**src/rtl/bitband_bridge.sv**
```systemverilog
module bitband_bridge #(
  parameter logic [31:0] RAM_BASE   = 32'h2000_0000,
  parameter logic [31:0] ALIAS_BASE = 32'h2200_0000,
  parameter int          RAM_AW     = 12,
  localparam int         WAW        = RAM_AW - 2,
  localparam int         ALIAS_AW   = RAM_AW + 5
) (
  input  logic            clk,
  input  logic            rst_n,
  input  logic            m_valid,
  input  logic            m_write,
  input  logic [1:0]      m_size,
  input  logic [31:0]     m_addr,
  input  logic [31:0]     m_wdata,
  output logic            m_ready,
  output logic [31:0]     m_rdata,
  output logic            m_err,
  output logic            mem_en,
  output logic            mem_we,
  output logic [WAW-1:0]  mem_addr,
  output logic [3:0]      mem_be,
  output logic [31:0]     mem_wdata,
  input  logic [31:0]     mem_rdata
);

  typedef enum logic [1:0] {S_IDLE = 2'd0, S_RD = 2'd1, S_RMW = 2'd2} state_t;

  state_t         state;
  logic [4:0]     pos_q;
  logic [WAW-1:0] word_q;
  logic           bit_q;
  logic           alias_q;

  wire in_ram   = m_addr[31:RAM_AW]   == RAM_BASE[31:RAM_AW];
  wire in_alias = m_addr[31:ALIAS_AW] == ALIAS_BASE[31:ALIAS_AW];

  wire [WAW-1:0] n_word = m_addr[RAM_AW-1:2];
  wire [WAW-1:0] a_word = m_addr[ALIAS_AW-1:7];
  wire [4:0]     a_pos  = m_addr[6:2];

  logic [3:0]  n_be;
  logic [31:0] rmw_data;

  always_comb begin
    case (m_size)
      2'd0:    n_be = 4'b0001 << m_addr[1:0];
      2'd1:    n_be = m_addr[1] ? 4'b1100 : 4'b0011;
      default: n_be = 4'b1111;
    endcase
  end

  always_comb begin
    rmw_data        = mem_rdata;
    rmw_data[pos_q] = bit_q;
  end

  always_comb begin
    mem_en    = 1'b0;
    mem_we    = 1'b0;
    mem_addr  = '0;
    mem_be    = 4'b0000;
    mem_wdata = '0;
    m_ready   = 1'b0;
    m_rdata   = '0;
    m_err     = 1'b0;
    case (state)
      S_IDLE: if (m_valid) begin
        if (in_ram) begin
          mem_en    = 1'b1;
          mem_we    = m_write;
          mem_addr  = n_word;
          mem_be    = m_write ? n_be : 4'b1111;
          mem_wdata = m_wdata;
          m_ready   = m_write;
        end else if (in_alias) begin
          mem_en   = 1'b1;
          mem_addr = a_word;
          mem_be   = 4'b1111;
        end else begin
          m_ready = 1'b1;
          m_err   = 1'b1;
        end
      end
      S_RD: begin
        m_ready = 1'b1;
        m_rdata = alias_q ? {31'b0, mem_rdata[pos_q]} : mem_rdata;
      end
      S_RMW: begin
        mem_en    = 1'b1;
        mem_we    = 1'b1;
        mem_addr  = word_q;
        mem_be    = 4'b0001 << pos_q[4:3];
        mem_wdata = rmw_data;
        m_ready   = 1'b1;
      end
      default: ;
    endcase
  end

  always_ff @(posedge clk or negedge rst_n) begin
    if (!rst_n) begin
      state   <= S_IDLE;
      pos_q   <= '0;
      word_q  <= '0;
      bit_q   <= 1'b0;
      alias_q <= 1'b0;
    end else begin
      case (state)
        S_IDLE: if (m_valid) begin
          if (in_ram) begin
            alias_q <= 1'b0;
            if (!m_write) state <= S_RD;
          end else if (in_alias) begin
            alias_q <= 1'b1;
            pos_q   <= a_pos;
            word_q  <= a_word;
            bit_q   <= m_wdata[0];
            state   <= m_write ? S_RMW : S_RD;
          end
        end
        default: state <= S_IDLE;
      endcase
    end
  end

endmodule

```
**config.mk**
```make
export PLATFORM = sky130hd
export DESIGN_NAME = bitband_bridge
export DESIGN_NICKNAME = d
export VERILOG_FILES = /design/src/rtl/bitband_bridge.sv
export SDC_FILE = /design/constraint.sdc
export NUM_CORES = 1
export LEC_CHECK = 0
export BUFFER_PORTS_ARGS = -buffer_cell sky130_fd_sc_hd__buf_4
export CAP_MARGIN = 20
export CORE_ASPECT_RATIO = 2
export CORE_MARGIN = 2
export CORE_UTILIZATION = 38
export DETAILED_ROUTE_END_ITERATION = 6
export PLACE_DENSITY = 0.78
export SETUP_SLACK_MARGIN = 0.1
export SYNTH_ARGS = -nofsm -noshare
export SYNTH_HDL_FRONTEND = slang
export SYNTH_SLANG_ARGS = --single-unit
```
**constraint.sdc**
```tcl
create_clock -name clk -period 1.8 [get_ports clk]
set_input_delay 0.09 -clock clk [delete_from_list [all_inputs] [get_ports clk]]
set_output_delay 0.09 -clock clk [all_outputs]
set_load 0.01 [all_outputs]
```
==> results.toml, run 1 <==
[floorplan]
rows = 42
die_width_um = 62.6
start_util = 0.394
core_mm2 = 0.00662
die_h_um = 121
ioPinCount = 184
die_area_mm2 = 0.00759

[setup_path]
timing.rr.start = "state[1]"
startpoint_type = "register"
r2r_slack_ns = -0.22
path_max_fanout = 8
path_class = "reg -> out"
r2r-end = "word_q[1]"
crit_arrival_ns = 2.05
endpoint_kind = "primary output"
crit_required_ns = 1.71
r2r_cells = 10

[min_path]
min_from = "m_addr[2]"
min_path_type = "in -> reg"
worstHoldPathCells = 2
hold_end = "pos_q[0]"

[clock_network]
cts_tree = "built"
clk_latency_ns = 0.25
htree_levels = 1
cts.clk_slew.worst_paths_ns = 0.06
numCtsBuffers = 3
cts-root-buf = "clkbuf_16"
clock_sinks = 19
cts_buffer_depth = 2

[status]
violations = "setup timing"
outcome = "finished with violations"

[timing]
fin_crit_ns = 2.14
fin_skew_ns = 0.00210
finalSetupTns_ns = -18.40
fmax_ghz = 0.468
final_max_slew_viol_count = 0
tightestPinTransition_ns = 0.326
finalCritPeriodShare = 1.19
setup_violations = 95
setup_ws_ns = -0.339
slew_headroom = 0.776
finalHoldViolations = 0
rsz0062_at_grt = "yes"

[route]
drt-initial-drc-count = 249
dr.pass1.iters = 4
drcViolationCount = 0
wire_per_inst_um = 21.9
ant_nets = 0
num_vias = 3682
drt-total-wl_mm = 13.7
viasPerCell = 5.90

[yosys]
netlist_instances = 310
synth.distinct_cells = 38
ys_warn_count = 0
syn_area_per_cell_um2 = 8.42
ys_seq_elements = 19
netlist_area_mm2 = 0.00261
synthArstFlopShare = 1.00
synth-edff-count = 0
synth_seq_area_share = 0.182
syn-num-nets = 416
synth_ff_type = "dfrtp_1"

[global_route]
grt_pass1_vias = 3713
grtUsageMet2 = 0.639
antenna_found_initial = 0
grt_max_degree = 32
grt-ovfl-total = 0
grt.busiest_layer = "met2"
grt_usage = 0.305
grt_pass1_wl_mm = 18.3
grtUsageMet1 = 0.265
gr-usage-met3 = 0.0464

[placed_design]
place_hpwl_mm = 8.15
dpl_cell_area_mm2 = 0.00443
place_inst = 592
place_ws_ns = -0.0723
port_buffers = 183
gp_congestion = 0.939

[pwr]
vdd_drop_max_uv = 399
p_per_area_mw_per_mm2 = 231
power.leakage_nw = 2.51

[finish]
syn_to_final_growth_pct = 107
layout_commonest_cell = "buf_4"
final_cells = 624
finish.instance_area_mm2 = 0.00540
antennaDiodeCount = 0
final_layout_size_suffix_gt1_frac = 0.718
nets = 643
mostFrequentLayoutCells = "buf_4 (198), a22o_1 (32), nand2_1 (30), buf_6 (30), mux2_2 (27)"
utilization = 0.816

[job]
maxCapViolCount = 0
[cell families (layout without fill, tap and decap cells)]
| kind of cell | count (synthesis) | in the layout | synth area share |
|---|---|---|---|
| muxes | 62 | 62 | 0.299 |
| buffers and inverters | 30 | 256 | 0.0518 |
| AOI/OAI and AO/OA | 68 | 68 | 0.185 |
| DFF | 19 | 19 | 0.182 |
| adders and majority gates | 4 | 4 | 0.0192 |
| and+or+nand+nor | 127 | 127 | 0.263 |
[layout make-up]
type	instances	area, µm²
sequential	19	482
multi-input combinational	261	2480
inverter	6	22.5
fill	391	1220
clock buffer	4	78.8
tap	88	110
timing repair buffer	246	2230
[per-layer routing]
metal / share of wire / vias up
li1: - / 1587
met3: 0.061 / 67
met2: 0.57 / 236
met4: 0.068 / 0
met5: 0 / -
met1: 0.30 / 1792
[worst max-delay path, cell delays in order (launching register included)]
cell,delay (ns)
dfrtp_1,0.39
inv_2,0.08
ha_4,0.14
nand2_2,0.05
or2_4,0.26
nor3_4,0.18
buf_12,0.15
buf_12,0.11
clkbuf_16,0.15
a22o_1,0.15
buf_4,0.12
[report_power, final]
group          switching (mW)  internal (mW)  total, mW
clock                   0.168          0.302      0.470
combinational           0.143          0.209      0.352
sequential           0.000363          0.428      0.428
total                   0.312          0.939       1.25
[state kept, by name, indices dropped and copies added (netlist names)]
name / count
alias_q: 1
word_q: 10
pos_q: 5
state: 2
bit_q: 1
[per-stage QoR]
stage | power, mW | hold slack (ns)
floorplan | 0.514 | -0.206
detailed placement | 0.747 | -0.0227
global route | 1.28 | 0.0952
CTS | 1.21 | 0.0854
global placement | 0.743 | -0.0265
finish | 1.25 | 0.0823
[worst max path at each step]
stage,slack [ns],end,cells after the start,start
detailed placement,-0.07,mem_addr[4],8,m_addr[23]
global placement,-0.005,mem_addr[4],8,m_addr[16]
floorplan,-0.15,bit_q,7,state[1]
global route,-0.39,mem_wdata[5],10,state[1]
finish,-0.34,mem_wdata[3],10,state[1]
CTS,-0.26,m_rdata[0],7,pos_q[0]
[cells in the mapped netlist, types with 7 or more instances]
library cell	instances	share of area
o21ai_0	18	0.035
nand2_1	34	0.049
mux4_2	8	0.069
a22o_1	32	0.11
dfrtp_1	19	0.18
mux2_2	48	0.21
nand3_1	9	0.017
nor2b_1	9	0.022
and2_1	31	0.074
a21oi_1	11	0.021
nor3_1	7	0.013
nor2_1	21	0.030
clkbuf_1	15	0.022
[what timing repair did]
item | in CTS | in global routing
gates cloned | 6 | 4
setup buffers | 11 | 7
setup endpoints to repair | 97 | 100
pin swaps | 10 | 41
resized for setup | 71 | 68
endpoints found under the hold margin | 19 | 0
hold buffers | 1 | 0
No activity file was read; power rests on OpenSTA's default activity.
==> run 2: changes to the inputs <==
--- a/config.mk
+++ b/config.mk
@@ -5,11 +5,12 @@
 export SDC_FILE = /design/constraint.sdc
 export NUM_CORES = 1
 export LEC_CHECK = 0
+export ABC_AREA = 1
 export BUFFER_PORTS_ARGS = -buffer_cell sky130_fd_sc_hd__buf_4
 export CAP_MARGIN = 20
 export CORE_ASPECT_RATIO = 2
 export CORE_MARGIN = 2
-export CORE_UTILIZATION = 38
+export CORE_UTILIZATION = 40
 export DETAILED_ROUTE_END_ITERATION = 6
 export PLACE_DENSITY = 0.78
 export SETUP_SLACK_MARGIN = 0.1
==> run 2 against run 1 <==
Against the previous run: the flow still finishes with violations (setup timing); sequential cell count unchanged; clock skew up 0.0046 ns; die area up 10%; critical path depth down 2; routed wire length down 2.2%; global-route usage down 4.3 points; sequential power about the same; critical path type unchanged.
==> results.toml, run 2 <==
[status]
outcome = "finished with violations"
violations = "setup timing"

[setup_path]
crit_chain = "buf_12, nor2_4, nand2_1, nand2_1, o21ai_1, nand2_1, o31ai_2, buf_4"
cp_slowest_cell = "dfrtp_2"
endpoint_kind = "primary output"
path_max_fanout = 20
cpMostUsedCell = "nand2_1"
path_buf_inv = 2
path_class = "reg -> out"
worst_path_dominant_cell_family = "simple AND/OR/NAND/NOR gates"
crit_arrival_ns = 1.75
cp-startpoint = "pos_q[0]"
cp_slowest_stage_delay_ns = 0.46
startpoint_type = "register"
crit_required_ns = 1.71
timing.rr.start = "state[1]"

[timing]
fin_skew_ns = 0.00668
final_max_slew_viol_count = 0
finalCritPeriodShare = 1.02
rsz0062_at_grt = "yes"
finalSetupTns_ns = -0.0355
fmax_ghz = 0.545
slew_headroom = 0.815
tightestPinTransition_ns = 0.276
setup_ws_ns = -0.0355
finalHoldViolations = 0
fin_crit_ns = 1.84
setup_violations = 1

[finish]
finish.instance_area_mm2 = 0.00530
final_layout_size_suffix_gt1_frac = 0.405
top_regs = "word_q: 10 flops, pos_q: 5 flops, state: 2 flops"
regMostFlops = "word_q"
largest_reg_flops = 10
mostFrequentLayoutCells = "buf_4 (204), nand2_1 (193), inv_1 (73), o21ai_1 (58), nor2_1 (47)"
nets = 879
layout_commonest_cell = "buf_4"
final_cells = 866
syn_to_final_growth_pct = 73.9
antennaDiodeCount = 0

[pwr]
vdd_drop_max_uv = 279
p_per_area_mw_per_mm2 = 253
power.leakage_nw = 2.94
finalPower_mw = 1.34

[yosys]
synth_common_cells = "nand2_1 (207), inv_1 (82), nor2_1 (66), o21ai_0 (41), o21ai_1 (40)"
yosysTopAreaCell = "nand2_1"
netlist_instances = 566
synth-edff-count = 0
synth.area.top_cells = "nand2_1 (25%), dfrtp_1 (16%), inv_1 (10%)"
synthArstFlopShare = 1.00
ys_warn_count = 0
netlist_area_mm2 = 0.00305
synth-simple-area-share = 0.425
syn-num-nets = 672
synth_compound_area_frac = 0.236
synth.most_common_cell = "nand2_1"
synth_ff_type = "dfrtp_1"
synth_seq_area_share = 0.156
synth-xor-area-share = 0
netlist.area_leader.share = 0.255
synthMuxAreaShare = 0
syn_area_per_cell_um2 = 5.39
ys_seq_elements = 19
synth_fa_ha_area_frac = 0.0164
synth.distinct_cells = 35
synth_top_family_by_area = "simple AND/OR/NAND/NOR gates"

[clock_network]
cts.clk_slew.worst_paths_ns = 0.06
clk_latency_ns = 0.26
cts-root-buf = "clkbuf_16"
cts_tree = "built"
htree_levels = 1
clock_sinks = 19
cts_buffer_depth = 2
numCtsBuffers = 3

[floorplan]
start_util = 0.407
die_width_um = 65.7
ioPinCount = 184
die_h_um = 127
rows = 45
core_mm2 = 0.00749
die_area_mm2 = 0.00838

[placed_design]
place_ws_ns = 0.0431
gp_congestion = 0.888
dpl_cell_area_mm2 = 0.00451
place_hpwl_mm = 8.89
port_buffers = 183
place_inst = 835

[global_route]
grt-ovfl-total = 0
grt_max_degree = 32
grt_usage = 0.262
grt_pass1_wl_mm = 17.8
grt_pass1_vias = 3831
antenna_found_initial = 0

[min_path]
min_path_type = "in -> reg"
min_from = "m_write"

[route]
drt-total-wl_mm = 13.4
drt-initial-drc-count = 332
wire_per_inst_um = 15.5
drcViolationCount = 0
num_vias = 4492
ant_nets = 0
viasPerCell = 5.19
dr.pass1.iters = 5

[job]
maxCapViolCount = 0
==> run 2: worst reg2reg max path, cell delays in order, from the launching register on <==
cell	delay, ns
dfrtp_1	0.41
inv_2	0.11
ha_4	0.18
nand2_8	0.08
clkinv_8	0.08
buf_4	0.12
nand3_4	0.10
buf_4	0.21
o21ai_0	0.20
inv_1	0.07
==> run 2: what timing repair did <==
| item | 4_1_cts | 5_1_grt |
|---|---|---|
| hold buffers | 1 | 0 |
| pin swaps | 7 | 19 |
| gates cloned | 0 | 6 |
| endpoints found under the hold margin | 19 | 0 |
| gates resized for setup | 50 | 89 |
| endpoints found under the setup margin | 49 | 88 |
| setup buffers | 11 | 11 |
==> run 2: worst paths after layout <==
kind	endpoint	slack, ns	cells past startpoint
worst max-delay path	mem_wdata[0]	-0.04	8
worst min-delay path	state[1]	0.08	3
worst max register to register	pos_q[1]	0.12	9
worst min register to register	word_q[2]	0.48	2
max in group asynchronous	pos_q[1]	1.32	2
min in group asynchronous	word_q[7]	0.25	2
==> run 2: report_power, final <==
group / switching (mW) / internal, mW / leakage [nW]
clock: 0.188 / 0.303 / 0.0382
combinational: 0.198 / 0.224 / 2.67
sequential: 0.000414 / 0.427 / 0.233
total: 0.387 / 0.954 / 2.94
==> run 2: per-stage QoR <==
step / utilization / hold WS, ns
4_1_cts: 0.642 / 0.0680
2_1_floorplan: - / -0.206
3_3_place_gp: 0.603 / -0.0162
5_1_grt: 0.708 / 0.0983
6_report: 0.708 / 0.0798
3_5_place_dp: 0.603 / -0.0148
==> run 2: layout make-up <==
type | count | area (µm²)
Tap cell | 94 | 118
Fill cell | 637 | 2190
Inverter | 87 | 362
Sequential cell | 19 | 480
Timing Repair inverter | 1 | 8.76
Timing Repair Buffer | 228 | 1930
Multi-Input combinational cell | 433 | 2330
Clock buffer | 4 | 78.8
==> run 2: logic make-up (layout without fill, tap and decap cells) <==
family | after synthesis | in the layout
AND/OR/NAND/NOR | 306 | 306
AO/OA/AOI/OAI | 123 | 123
buffers and inverters | 114 | 320
flip-flops | 19 | 19
adder cells (fa/ha/maj) | 4 | 4
==> run 2: per-layer routing <==
metal	wire length, µm	global-route usage	vias to the layer above
met4	301	0.0478	0
met2	6750	0.474	256
li1	-	-	2193
met1	5060	0.320	2017
met5	0	0	-
met3	1290	0.0458	26
==> run 3: changes to the inputs <==
--- a/config.mk
+++ b/config.mk
@@ -13,7 +13,6 @@
 export CORE_UTILIZATION = 40
 export DETAILED_ROUTE_END_ITERATION = 6
 export PLACE_DENSITY = 0.78
-export SETUP_SLACK_MARGIN = 0.1
 export SYNTH_ARGS = -nofsm -noshare
 export SYNTH_HDL_FRONTEND = slang
 export SYNTH_SLANG_ARGS = --single-unit
==> run 3 against run 2 <==
Against the previous run: core utilization fell by 5.9 points; register-to-register slack lost 0.04 ns; clock power is 2% lower; sequential power is essentially flat; the run now ends clean; global-route usage fell by 0.58 points; clock skew is 0.0050 ns lower; non-clock buffer count down 10; design area fell by 8.3%; largest cell class unchanged; first-iteration DRC count fell by 8.7%; routed wire length decreased by 12%.
==> results.toml, run 3 (synthesis gave the netlist of run 2 again) <==
[timing]
tightestPinTransition_ns = 0.323
final_max_slew_viol_count = 0
fin_crit_ns = 1.78
whs_ns = 0.0706
rsz0062_at_grt = "yes"
slew_headroom = 0.784
setup_violations = 0
finalHoldViolations = 0
finalCritPeriodShare = 0.989
fmax_ghz = 0.562
fin_skew_ns = 0.00167
finalSetupTns_ns = 0

[finish]
seqCellArea_um2 = 479
antennaDiodeCount = 0
utilization = 0.649
mostFrequentLayoutCells = "buf_4 (210), nand2_1 (205), inv_1 (74), nor2_1 (57), o21ai_1 (49)"
regMostFlops = "word_q"
final_layout_size_suffix_gt1_frac = 0.359
top_regs = "word_q: 10 flops, pos_q: 5 flops, state: 2 flops"
layout_commonest_cell = "buf_4"
nets = 868
syn_to_final_growth_pct = 59.5
multi_input_area_mm2 = 0.00215
nFillCells = 721
largest_reg_flops = 10

[floorplan]
core_mm2 = 0.00749
ioPinCount = 184
start_util = 0.407
die_width_um = 65.7
die_area_mm2 = 0.00838
die_h_um = 127
rows = 45

[pwr]
sequentialPowerShare = 0.333
vdd_drop_max_uv = 261
swShare = 0.276
combPwrFrac = 0.293
clkPwrFrac = 0.374
internal-power_mw = 0.930
switchingPower_mw = 0.355
p_per_area_mw_per_mm2 = 264
power.leakage_nw = 2.75

[setup_path]
endpoint_kind = "primary output"
crit_required_ns = 1.71
startpoint_type = "register"
path_class = "reg -> out"
crit_arrival_ns = 1.69
path_max_fanout = 5

[route]
drt-initial-drc-count = 303
ant_nets = 0
wire_per_inst_um = 13.7
drcViolationCount = 0
viasPerCell = 5.01
dr.pass1.iters = 5
drt-total-wl_mm = 11.7
num_vias = 4286

[clock_network]
htree_levels = 1
clk_latency_ns = 0.26
cts_tree = "built"
clock_sinks = 19
numCtsBuffers = 3
cts_buffer_depth = 2
cts-root-buf = "clkbuf_16"
cts.clk_slew.worst_paths_ns = 0.06

[global_route]
grt-ovfl-total = 0
grt_max_degree = 32
grt_usage = 0.257
grt_pass1_wl_mm = 17.4
antenna_found_initial = 0
grt_pass1_vias = 3774

[placed_design]
place_hpwl_mm = 8.89
gp_congestion = 0.888
port_buffers = 183

[min_path]
min_path_type = "in -> reg"

[status]
outcome = "completed"

[job]
maxCapViolCount = 0
-- run 3: final timing paths --
check                               end  depth (start not counted)  slack, ns       from
setup / recovery           mem_wdata[1]                          8       0.02   pos_q[4]
hold / removal                 state[1]                          3       0.07    m_write
setup reg to reg                alias_q                         11       0.08   state[1]
max in group asynchronous      pos_q[1]                          2       1.31      rst_n
hold reg to reg               word_q[2]                          2       0.48  word_q[2]
min in group asynchronous     word_q[7]                          2       0.25      rst_n
-- run 3: layout make-up --
class | instances | share of cell area
inverter | 87 | 0.0695
clock buffer | 4 | 0.0162
sequential | 19 | 0.0986
multi-input combinational | 433 | 0.443
tap | 94 | 0.0242
timing repair buffer | 218 | 0.349
-- run 3: repair_timing --
action | CTS | global route
setup buffers | 8 | 7
pin swaps | 2 | 3
hold buffers | 1 | 0
resized for setup | 17 | 37
hold endpoints to repair | 19 | 0
endpoints found under the setup margin | 42 | 40
-- run 3: worst max-delay path, cell delays in order, from the launching register on --
cell and delay (ns):
dfrtp_1 0.42, inv_2 0.10, nand2_2 0.09, nor2_1 0.12
buf_4 0.16, nand2_1 0.07, o211ai_1 0.21, o21ai_1 0.11
buf_4 0.15
-- run 3: power groups by stage --
stage / combinational (mW) / sequential, mW / clock [mW]
after floorplan: 0.130 / 0.436 / 0
after global placement: 0.358 / 0.436 / 0
after detailed placement: 0.361 / 0.436 / 0
after CTS: 0.371 / 0.428 / 0.476
after global routing: 0.413 / 0.428 / 0.492
final: 0.377 / 0.428 / 0.480
-- run 3: layer usage --
layer  track usage  part of all wire  vias up
met2         0.466              0.50      192
met3        0.0449             0.094        7
met5             0                 0        -
met4        0.0331            0.0046        0
met1         0.316              0.40     1913
li1              -                 -     2174
-- run 3: per-stage QoR --
stage / cells / power (mW) / area [µm²] / worst slack (ns)
after floorplan: 566 / 0.565 / 3050 / 0.181
after global placement: 835 / 0.794 / 4510 / 0.156
after detailed placement: 835 / 0.797 / 4510 / 0.0431
after CTS: 848 / 1.28 / 4710 / -0.00930
after global routing: 855 / 1.33 / 4860 / -0.0688
final: 855 / 1.28 / 4860 / 0.0205
